[src/rtl/sdma_pkg.sv]
package sdma_pkg;
  typedef enum logic [1:0] {
    PH_WAIT  = 2'd0,
    PH_READ  = 2'd1,
    PH_WRITE = 2'd2
  } phase_t;
endpackage

[src/rtl/sdma_pacer.sv]
module sdma_pacer #(
  parameter int PACE = 4
) (
  input  logic clk,
  input  logic rst,
  input  logic tick,
  input  logic restart,
  input  logic active,
  output logic step
);
  localparam int CW = (PACE > 1) ? $clog2(PACE) : 1;
  localparam logic [CW-1:0] LAST = CW'(PACE - 1);

  logic [CW-1:0] cnt;

  always_ff @(posedge clk) begin
    if (rst || restart) cnt <= '0;
    else if (active && tick) cnt <= (cnt == LAST) ? '0 : cnt + 1'b1;
  end

  assign step = active && tick && !restart && (cnt == LAST);

  assert_hold_without_tick_R5: assert property (@(posedge clk) disable iff (rst)
    (!tick && !restart) |=> $stable(cnt));
endmodule

[src/rtl/sdma_seq.sv]
module sdma_seq
  import sdma_pkg::*;
#(
  parameter int ADDR_W = 16,
  parameter int DATA_W = 8,
  parameter int XFER_LEN = 160,
  parameter logic [ADDR_W-1:0] TABLE_BASE = 16'hFE00
) (
  input  logic              clk,
  input  logic              rst,
  input  logic              trig,
  input  logic [DATA_W-1:0] page,
  input  logic              step,
  input  logic [DATA_W-1:0] mem_rdata,
  output logic              busy,
  output logic [ADDR_W-1:0] seq_addr,
  output logic [DATA_W-1:0] seq_wdata,
  output logic              seq_we
);
  localparam int RW = $clog2(XFER_LEN + 1);
  localparam logic [RW-1:0] LEN = RW'(XFER_LEN);
  localparam logic [ADDR_W:0] DST_END = {1'b0, TABLE_BASE} + (ADDR_W+1)'(XFER_LEN);

  phase_t            phase;
  logic [ADDR_W-1:0] src, dst;
  logic [RW-1:0]     rem;
  logic [DATA_W-1:0] data_q;

  always_ff @(posedge clk) begin
    if (rst) begin
      busy   <= 1'b0;
      phase  <= PH_WAIT;
      src    <= '0;
      dst    <= '0;
      rem    <= '0;
      data_q <= '0;
    end else if (trig) begin
      busy  <= 1'b1;
      phase <= PH_WAIT;
      src   <= {page, {(ADDR_W-DATA_W){1'b0}}};
      dst   <= TABLE_BASE;
      rem   <= LEN;
    end else if (busy) begin
      unique case (phase)
        PH_WAIT:  if (step) phase <= PH_READ;
        PH_READ: begin
          data_q <= mem_rdata;
          phase  <= PH_WRITE;
        end
        PH_WRITE: begin
          src   <= src + 1'b1;
          dst   <= dst + 1'b1;
          rem   <= rem - 1'b1;
          phase <= PH_WAIT;
          if (rem == RW'(1)) busy <= 1'b0;
        end
        default: phase <= PH_WAIT;
      endcase
    end
  end

  assign seq_we    = busy && (phase == PH_WRITE);
  assign seq_addr  = (phase == PH_WRITE) ? dst : src;
  assign seq_wdata = data_q;

  assert_dst_in_table_R3: assert property (@(posedge clk) disable iff (rst)
    busy |-> ({1'b0, dst} >= {1'b0, TABLE_BASE} && {1'b0, dst} < DST_END));
  assert_read_then_write_R4: assert property (@(posedge clk) disable iff (rst)
    (busy && phase == PH_READ && !trig) |=> (busy && phase == PH_WRITE));
  assert_done_after_last_R9: assert property (@(posedge clk) disable iff (rst)
    (busy && phase == PH_WRITE && rem == RW'(1) && !trig) |=> !busy);
  assert_count_reload_R10: assert property (@(posedge clk) disable iff (rst)
    trig |=> (busy && rem == LEN && dst == TABLE_BASE));
endmodule

[src/rtl/sdma_cpu_gate.sv]
module sdma_cpu_gate #(
  parameter int ADDR_W = 16,
  parameter int DATA_W = 8,
  parameter logic [ADDR_W-1:0] HRAM_LO = 16'hFF80,
  parameter logic [ADDR_W-1:0] CTRL_ADDR = 16'hFF46,
  parameter logic [DATA_W-1:0] MAX_PAGE = 8'hF1
) (
  input  logic              clk,
  input  logic              rst,
  input  logic [ADDR_W-1:0] cpu_addr,
  input  logic [DATA_W-1:0] cpu_wdata,
  input  logic              cpu_we,
  input  logic              cpu_re,
  output logic [DATA_W-1:0] cpu_rdata,
  input  logic              busy,
  input  logic [ADDR_W-1:0] seq_addr,
  input  logic [DATA_W-1:0] seq_wdata,
  input  logic              seq_we,
  input  logic [DATA_W-1:0] mem_rdata,
  output logic [ADDR_W-1:0] mem_addr,
  output logic [DATA_W-1:0] mem_wdata,
  output logic              mem_we,
  output logic              trig
);
  localparam int HRAM_SPAN = (1 << ADDR_W) - int'(HRAM_LO);
  localparam int HRAM_AW = $clog2(HRAM_SPAN);

  logic [DATA_W-1:0] hram [HRAM_SPAN];
  logic [DATA_W-1:0] hram_q, bus_q;
  logic              sel_hram;
  logic              is_hram, is_ctrl;
  logic [HRAM_AW-1:0] hidx;

  assign is_hram = (cpu_addr >= HRAM_LO) && (cpu_addr != {ADDR_W{1'b1}});
  assign is_ctrl = (cpu_addr == CTRL_ADDR);
  assign hidx    = cpu_addr[HRAM_AW-1:0];
  assign trig    = cpu_we && is_ctrl && (cpu_wdata <= MAX_PAGE);

  always_ff @(posedge clk) begin
    if (cpu_we && is_hram) hram[hidx] <= cpu_wdata;
    if (cpu_re && is_hram) hram_q <= hram[hidx];
  end

  always_ff @(posedge clk) begin
    if (rst) begin
      sel_hram <= 1'b0;
      bus_q    <= '0;
    end else if (cpu_re) begin
      sel_hram <= is_hram;
      if (!is_hram) bus_q <= busy ? {DATA_W{1'b1}} : mem_rdata;
    end
  end

  assign cpu_rdata = sel_hram ? hram_q : bus_q;

  always_comb begin
    if (busy) begin
      mem_addr  = seq_addr;
      mem_wdata = seq_wdata;
      mem_we    = seq_we;
    end else begin
      mem_addr  = cpu_addr;
      mem_wdata = cpu_wdata;
      mem_we    = cpu_we && !is_hram && !is_ctrl;
    end
  end

  assert_blocked_read_ff_R6: assert property (@(posedge clk) disable iff (rst)
    (busy && cpu_re && !is_hram) |=> (cpu_rdata == {DATA_W{1'b1}}));
  assert_cpu_write_dropped_R7: assert property (@(posedge clk) disable iff (rst)
    (busy && !seq_we) |-> !mem_we);
  assert_hram_stays_local_R8: assert property (@(posedge clk) disable iff (rst)
    (!busy && cpu_we && is_hram) |-> !mem_we);
  assert_idle_read_pass_R12: assert property (@(posedge clk) disable iff (rst)
    (!busy && cpu_re && !is_hram) |=> (cpu_rdata == $past(mem_rdata)));
endmodule

[src/rtl/sprite_dma_ctrl.sv]
module sprite_dma_ctrl #(
  parameter int ADDR_W = 16,
  parameter int DATA_W = 8,
  parameter int XFER_LEN = 160,
  parameter int PACE = 4,
  parameter logic [ADDR_W-1:0] TABLE_BASE = 16'hFE00,
  parameter logic [ADDR_W-1:0] CTRL_ADDR = 16'hFF46,
  parameter logic [ADDR_W-1:0] HRAM_LO = 16'hFF80,
  parameter logic [DATA_W-1:0] MAX_PAGE = 8'hF1
) (
  input  logic              clk,
  input  logic              rst,
  input  logic              tick,
  input  logic [ADDR_W-1:0] cpu_addr,
  input  logic [DATA_W-1:0] cpu_wdata,
  input  logic              cpu_we,
  input  logic              cpu_re,
  output logic [DATA_W-1:0] cpu_rdata,
  output logic [ADDR_W-1:0] mem_addr,
  input  logic [DATA_W-1:0] mem_rdata,
  output logic [DATA_W-1:0] mem_wdata,
  output logic              mem_we,
  output logic              busy
);
  logic              trig, step, seq_we;
  logic [ADDR_W-1:0] seq_addr;
  logic [DATA_W-1:0] seq_wdata;

  sdma_cpu_gate #(
    .ADDR_W(ADDR_W), .DATA_W(DATA_W), .HRAM_LO(HRAM_LO),
    .CTRL_ADDR(CTRL_ADDR), .MAX_PAGE(MAX_PAGE)
  ) u_gate (
    .clk(clk), .rst(rst),
    .cpu_addr(cpu_addr), .cpu_wdata(cpu_wdata), .cpu_we(cpu_we),
    .cpu_re(cpu_re), .cpu_rdata(cpu_rdata),
    .busy(busy), .seq_addr(seq_addr), .seq_wdata(seq_wdata), .seq_we(seq_we),
    .mem_rdata(mem_rdata), .mem_addr(mem_addr), .mem_wdata(mem_wdata),
    .mem_we(mem_we), .trig(trig)
  );

  sdma_pacer #(.PACE(PACE)) u_pacer (
    .clk(clk), .rst(rst), .tick(tick), .restart(trig), .active(busy), .step(step)
  );

  sdma_seq #(
    .ADDR_W(ADDR_W), .DATA_W(DATA_W), .XFER_LEN(XFER_LEN), .TABLE_BASE(TABLE_BASE)
  ) u_seq (
    .clk(clk), .rst(rst), .trig(trig), .page(cpu_wdata), .step(step),
    .mem_rdata(mem_rdata), .busy(busy), .seq_addr(seq_addr),
    .seq_wdata(seq_wdata), .seq_we(seq_we)
  );

  assert_trigger_starts_R1: assert property (@(posedge clk) disable iff (rst)
    (cpu_we && cpu_addr == CTRL_ADDR && cpu_wdata <= MAX_PAGE) |=> busy);
  assert_bad_page_ignored_R2: assert property (@(posedge clk) disable iff (rst)
    (!busy && cpu_we && cpu_addr == CTRL_ADDR && cpu_wdata > MAX_PAGE) |=> !busy);
  assert_reset_clears_R11: assert property (@(posedge clk)
    rst |=> !busy);
endmodule

[config.mk]
export PLATFORM = sky130hd
export DESIGN_NAME = sprite_dma_ctrl
export DESIGN_NICKNAME = d
export VERILOG_FILES = /design/src/rtl/sdma_pkg.sv /design/src/rtl/sdma_pacer.sv /design/src/rtl/sdma_seq.sv /design/src/rtl/sdma_cpu_gate.sv /design/src/rtl/sprite_dma_ctrl.sv
export SDC_FILE = /design/constraint.sdc
export NUM_CORES = 1
export LEC_CHECK = 0
export BUFFER_PORTS_ARGS = -buffer_cell sky130_fd_sc_hd__buf_2
export CAP_MARGIN = 20
export CORE_MARGIN = 3
export CORE_UTILIZATION = 50
export DETAILED_ROUTE_END_ITERATION = 7
export PLACE_DENSITY = 0.64
export RECOVER_POWER = 50
export SETUP_SLACK_MARGIN = 0.2
export SYNTH_ARGS = -nofsm -noshare
export SYNTH_HDL_FRONTEND = slang
export SYNTH_SLANG_ARGS = --single-unit
[constraint.sdc]
create_clock -name clk -period 3.5 [get_ports clk]
set_input_delay 0.525 -clock clk [delete_from_list [all_inputs] [get_ports clk]]
set_output_delay 0.525 -clock clk [all_outputs]
set_load 0.01 [all_outputs]
# Word level (Yosys, flattened, before mapping)
# Memories as Yosys holds them, arrays and structs flattened. A register that Yosys moved wholly into a read port is not among the register bits.
# Cells that the tools add are included.
# word_totals
ff_bits	62
ram_bits	1024
output_inout_bits	34
word_cells	76
n_memories	1
# op_classes
addsub	4
magnitude_cmp	2
n_eq_ne	7
n_mux	24
bitwise	2
reduce_logical	24
# mem_list
name	words	word_bits	rd	rd_clocked_by_memory_dff	wr	line_no	source
u_gate.hram	128	8	1	1	1	sdma_cpu_gate.sv:28	logic [DATA_W-1:0] hram [HRAM_SPAN];
# ops
cell	count
$mux W16	8
$mux W8	6
$add A16 B1 Y16 const B	2
$eq A16 B16 Y1 const B	1
$ge A16 B16 Y1 const B	1
$ne A16 B16 Y1 const B	1
$logic_and A1 B1 Y1	11
$eq A8 B1 Y1 const B	1
$le A8 B8 Y1 const B	1
$reduce_and A2 Y1	4
$sub A8 B1 Y8 const B	1
$mux W1	7
$eq A2 B2 Y1 const B	2
$mux W2	2
$pmux W2 S2	1
$reduce_bool A2 Y1	2
$logic_not A1 Y1	3
$reduce_and A3 Y1	1
$add A2 B1 Y2 const B	1
$eq A2 B1 Y1 const B	1
$logic_not A2 Y1	1
$ne A2 B2 Y1 const B	1
$not A1 Y1	2
$reduce_or A2 Y1	1
$logic_or A1 B1 Y1	1

# Longest topological paths before layout
# depth
word_depth	8
ltp_mapped	10
depth_no_buf	6

# Cells and area by module
# From an unflattened synthesis, not the netlist that was laid out.
# hier_totals
hier_cells	2595
area_unflattened_um2	44335.0
# modules_own_cells
mod	n_inst	cells_per_inst	area_per_inst_um2
sdma_cpu_gate	1	2291	41653.7
sdma_seq	1	293	2566.2
sdma_pacer	1	11	115.1

# Worst setup path before layout
# OpenSTA, ideal clock, no wires.
# synth_path
path_type	in2reg
startpoint	input cpu_addr[0]
endpoint	memory u_gate.hram[60][0] (enable)
setup_time_ns	0.370
arrival_time_ns	2.341
required_ns	3.130
path_slack_ns	0.788
stages	7
path_cell_list	buf_2 and3_1 a2111oi_2 and3_1 nand2_1 clkbuf_1 nor2_1
# synth_via
elab_chain_len	5
elab_cells_between_ends	6
cone_classes	order compare: 1; eq/ne: 1; mux: 2; reduce/logical: 2
# synth_lines
item	line_no	source
from (decl)	sprite_dma_ctrl.sv:14	input logic [ADDR_W-1:0] cpu_addr,
$ge A16 B16 Y1 or $ne A16 B16 Y1 (tied branches)	sdma_cpu_gate.sv:34	assign is_hram = (cpu_addr >= HRAM_LO) && (cpu_addr != {ADDR_W{1'b1}});
$logic_and A1 B1 Y1	sdma_cpu_gate.sv:34	
$logic_and A1 B1 Y1	sdma_cpu_gate.sv:40	if (cpu_we && is_hram) hram[hidx] <= cpu_wdata;
$mux W1	sdma_cpu_gate.sv:40	
$mux W1 (not written as such)	sdma_cpu_gate.sv:40	
to (decl)	sdma_cpu_gate.sv:28	
# Parallel ways exist; a longest one is shown, timed or not.

# Worst setup path in the final report
# layout_path
startpoint	input cpu_wdata[2]
endpoint	memory u_gate.hram[87][2] (data pin)
# layout_lines
item	line_no	source
from (decl)	sprite_dma_ctrl.sv:15	input logic [DATA_W-1:0] cpu_wdata,
# Straight into the memory's write port.

==> results.md <==
| Result | Value |
| --- | --- |
| Transition at the pin with the smallest max-transition slack | 2890 ps |
| Antenna violations before repair | 5 |
| Number of I/O port buffers | 70 |
| Mux contribution to synthesized area | 12.3% |
| Worst-path maximum fanout | 57 |
| Gp weighted congestion | 0.889 |
| Most common cell after layout, fill and taps aside | sky130_fd_sc_hd__edfxtp_1 |
| Critical Path Max Stage Delay | 2080 ps |
| Cells traversed along the worst timing path | clkbuf_1, clkbuf_1 |
| TritonCTS clock tree | yes |
| Htree depth | 3 |
| Setup repair after global routing missed its margin | false |
| Number of optimization iterations in the first detailed-route pass | 6 |
| Mean cell area of the mapped netlist | 16.9 um2 |
| Drc violations | 0 |
| Power Density | 544 nW/um2 |
| Dominant cell type by count on the critical path | sky130_fd_sc_hd__clkbuf_1 |
| Final count of hold timing violations | 0 |
| Worst voltage drop across the vdd grid | 0.397 mV |
| Register-to-register path setup slack | 990 ps |
| Family with the most delay on the worst path | buffers and inverters |
| Worst-skew pair later-pin latency | 670 ps |
| Clock Root Buffer | sky130_fd_sc_hd__clkbuf_16 |
| CTS buffer count | 110 |
| Type of origin of the critical path | input port |
| Setup clock skew after layout | 21.9 ps |
| Reported leakage power | 0.0170 uW |
| Number of sinks driven by the clock tree | 1,094 |
| Upper clock frequency limit | 0.325 GHz |
| Async set-or-reset flop fraction in the synthesized netlist | 0% |
| Number of global-route vias before repair | 25,000 |
| Worst path buffer plus inverter count | 2 |
| Worst Setup End Kind | flip-flop |
| Clock-pin slew on the worst setup and hold paths | 60 ps |
| Via count of the routed design | 25,200 |
| Max-slew headroom at the worst pin | -92.7% |
| First-pass GRT wire length | 169 mm |
| Overflow left after global routing | 0 |
| Overall die area | 90,700 um2 |
| Y dimension of the die | 301 um |
| Synthesized-area fraction occupied by ao, oa, aoi and oai cells | 6.07% |
| Final number of max-transition violations | 372 |
| Post-CTS Hold Fix Bufs | 0 |
| Fin util | 58.5% |
| Signed area change from the synthesized netlist to the final layout | 15.4% |
| Worst endpoint data arrival time | 3110 ps |
| Routed wirelength normalized by instance count | 28.0 um |
| Final setup slack of the worst path | 426 ps |
| Number of max-capacitance violations reported | 6 |
| Syn Std Cell Area | 43,500 um2 |
| Largest net degree at the start of global routing | 131 |
| Post-Synth Simple-Gate Area | 4.80% |
| Final net count | 2,907 |
| Count of different cell masters after synthesis | 61 |
| Final setup violating endpoints | 0 |
| Leading cell types by total area after synthesis | sky130_fd_sc_hd__edfxtp_1 (71%), sky130_fd_sc_hd__mux2i_1 (7.1%), sky130_fd_sc_hd__mux4_2 (4.5%) |
| Gate Count Post-Synth | 2,575 |
| Leading register cell type out of synthesis | sky130_fd_sc_hd__edfxtp_1 |
| Total detailed-routing wirelength | 115 mm |
| Violations in the final reports | max-capacitance violations, max-slew violations |
| Required arrival time at the worst endpoint | 3540 ps |
| Number of resized instances in the post-cts repair step | 0 |
| Die outline width | 301 um |
| GRT Util Overall | 25.5% |
| Final period utilization | 87.8% |
| Number of placement rows | 107 |
| Number of setup buffers added after CTS | 0 |
| Via-to-Cell Ratio | 6.14 |
| Synth warnings | 0 |
| Starting Density | 50.7% |
| Parity-gate share of the synthesized area counting xor and xnor cells | 0.744% |
| Path type of the worst setup path | in2reg |
| Core Footprint | 85,800 um2 |
| I/O pin count | 71 |
| Outcome | finished with violations |
| Yosys reg bits | 1,094 |
| Antenna viol nets, final | 0 |
| CP max-delay cell | sky130_fd_sc_hd__clkbuf_1 |
| Area of combinational cells with multiple inputs | 10,500 um2 |
| Number of DRC violations after detailed-routing iteration 0 | 3,246 |
| Fill cell instance count of the final layout | 6,342 |
| Tightest hold margin | 104 ps |
| Area share of the leading cell type in the synthesized netlist | 71.2% |
| Commonest non-fill, non-tap cells in the layout | sky130_fd_sc_hd__edfxtp_1 (1,032), sky130_fd_sc_hd__mux2i_1 (307), sky130_fd_sc_hd__nor2_1 (229) |
| Post-synthesis cell type with the largest combined area | sky130_fd_sc_hd__edfxtp_1 |
| Adder-cell share of the synthesized area | 0.144% |
| Proportion of layout cells with a drive suffix above 1 | 20.6% |
| Longest Clk Path Bufs | 3 |
| Min-delay worst type | in2reg |
| Post-detail-place hpwl | 73.5 mm |
| Combinational family with the most area after synthesis | multiplexers |
| Post-synthesis sequential area ratio | 74.0% |
| Area taken by flip-flops and latches | 32,200 um2 |
| Number of flops mapped to enable cells by yosys | 1,032 |
| Pre-CTS setup slack | -11.9 ps |
| Min cycle time layout | 3070 ps |
-- Yosys cell counts (all sizes together) (16+ instances only) --
master / instances
edfxtp: 1032
mux2i: 307
nor2: 232
nand2: 92
buf: 87
mux4: 87
a22oi: 81
clkbuf: 72
o22ai: 68
a21oi: 62
dfxtp: 62
nand3: 41
mux2: 30
o211ai: 30
nor3: 27
a221oi: 23
a31oi: 23
xor2: 22
o21ai: 21
a22o: 16
-- worst min-delay path, delay by kind of cell --
family	cells	cell delay, ps
buffers and inverters	1	90
multiplexers	1	60
AND/OR/NAND/NOR	1	70
-- stage by stage --
stage	total power [uW]	cell area (um2)	std cells	setup TNS, ps
6_report	27300	50200	4106	0
5_1_grt	28100	50200	4103	0
3_3_place_gp	16000	46800	3897	-12.8
4_1_cts	27500	50400	4103	0
2_1_floorplan	15300	43600	2582	0
3_5_place_dp	16000	46800	3897	-11.9
-- sequential cells by signal, summed over array words and instances (netlist names) --
register         cells
u_gate.hram_q        8
u_gate.sel_hram      1
u_gate.hram       1024
u_seq.rem            8
u_seq.busy           1
u_gate.bus_q         8
u_pacer.cnt          2
u_seq.dst           16
u_seq.seq_wdata      8
u_seq.phase          2
u_seq.src           16
-- layout make-up --
cell class,count,share of cell area (%)
timing repair buffer,330,4.89
sequential,1094,64.2
clock buffer,127,5.65
clock inverter,79,1.42
tap,1144,2.85
antenna,3,0.0149
multi-input combinational,1320,21.0
inverter,9,0.0672
-- cells by family (layout without fill, tap and decap cells) --
kind of cell / count (synthesis) / after routing
AOI/OAI and AO/OA: 379 / 379
xor gates and xnor gates: 37 / 37
adders and majority gates: 5 / 5
buffers and inverters: 168 / 545
DFF: 1094 / 1094
muxes: 424 / 424
other: 1 / 11
and+or+nand+nor: 467 / 467
-- per-layer routing --
layer | GRT usage [%] | vias to the layer above | wire length [um]
met1 | 36.4 | 12900 | 46500
met4 | 9.30 | 2 | 4320
met2 | 39.2 | 1300 | 53400
met5 | 0 | - | 13
li1 | - | 10800 | -
met3 | 5.00 | 233 | 10900
-- where the power goes --
group	leakage (uW)	internal (uW)	switching, uW
sequential	0.00978	14300	5.73
clock	0.00172	6680	4850
combinational	0.00548	465	968
total	0.0170	21500	5830
-- path summary, 6_finish.rpt --
check / start / to / depth (start not counted)
worst max-delay path: cpu_wdata[2] / u_gate.hram[87][2] / 2
worst min-delay path: mem_rdata[0] / u_seq.seq_wdata[0] / 3
worst max register to register: u_seq.busy / u_seq.rem[7] / 6
worst min register to register: u_pacer.cnt[1] / u_pacer.cnt[1] / 2
No activity file was read; power rests on OpenSTA's default activity.
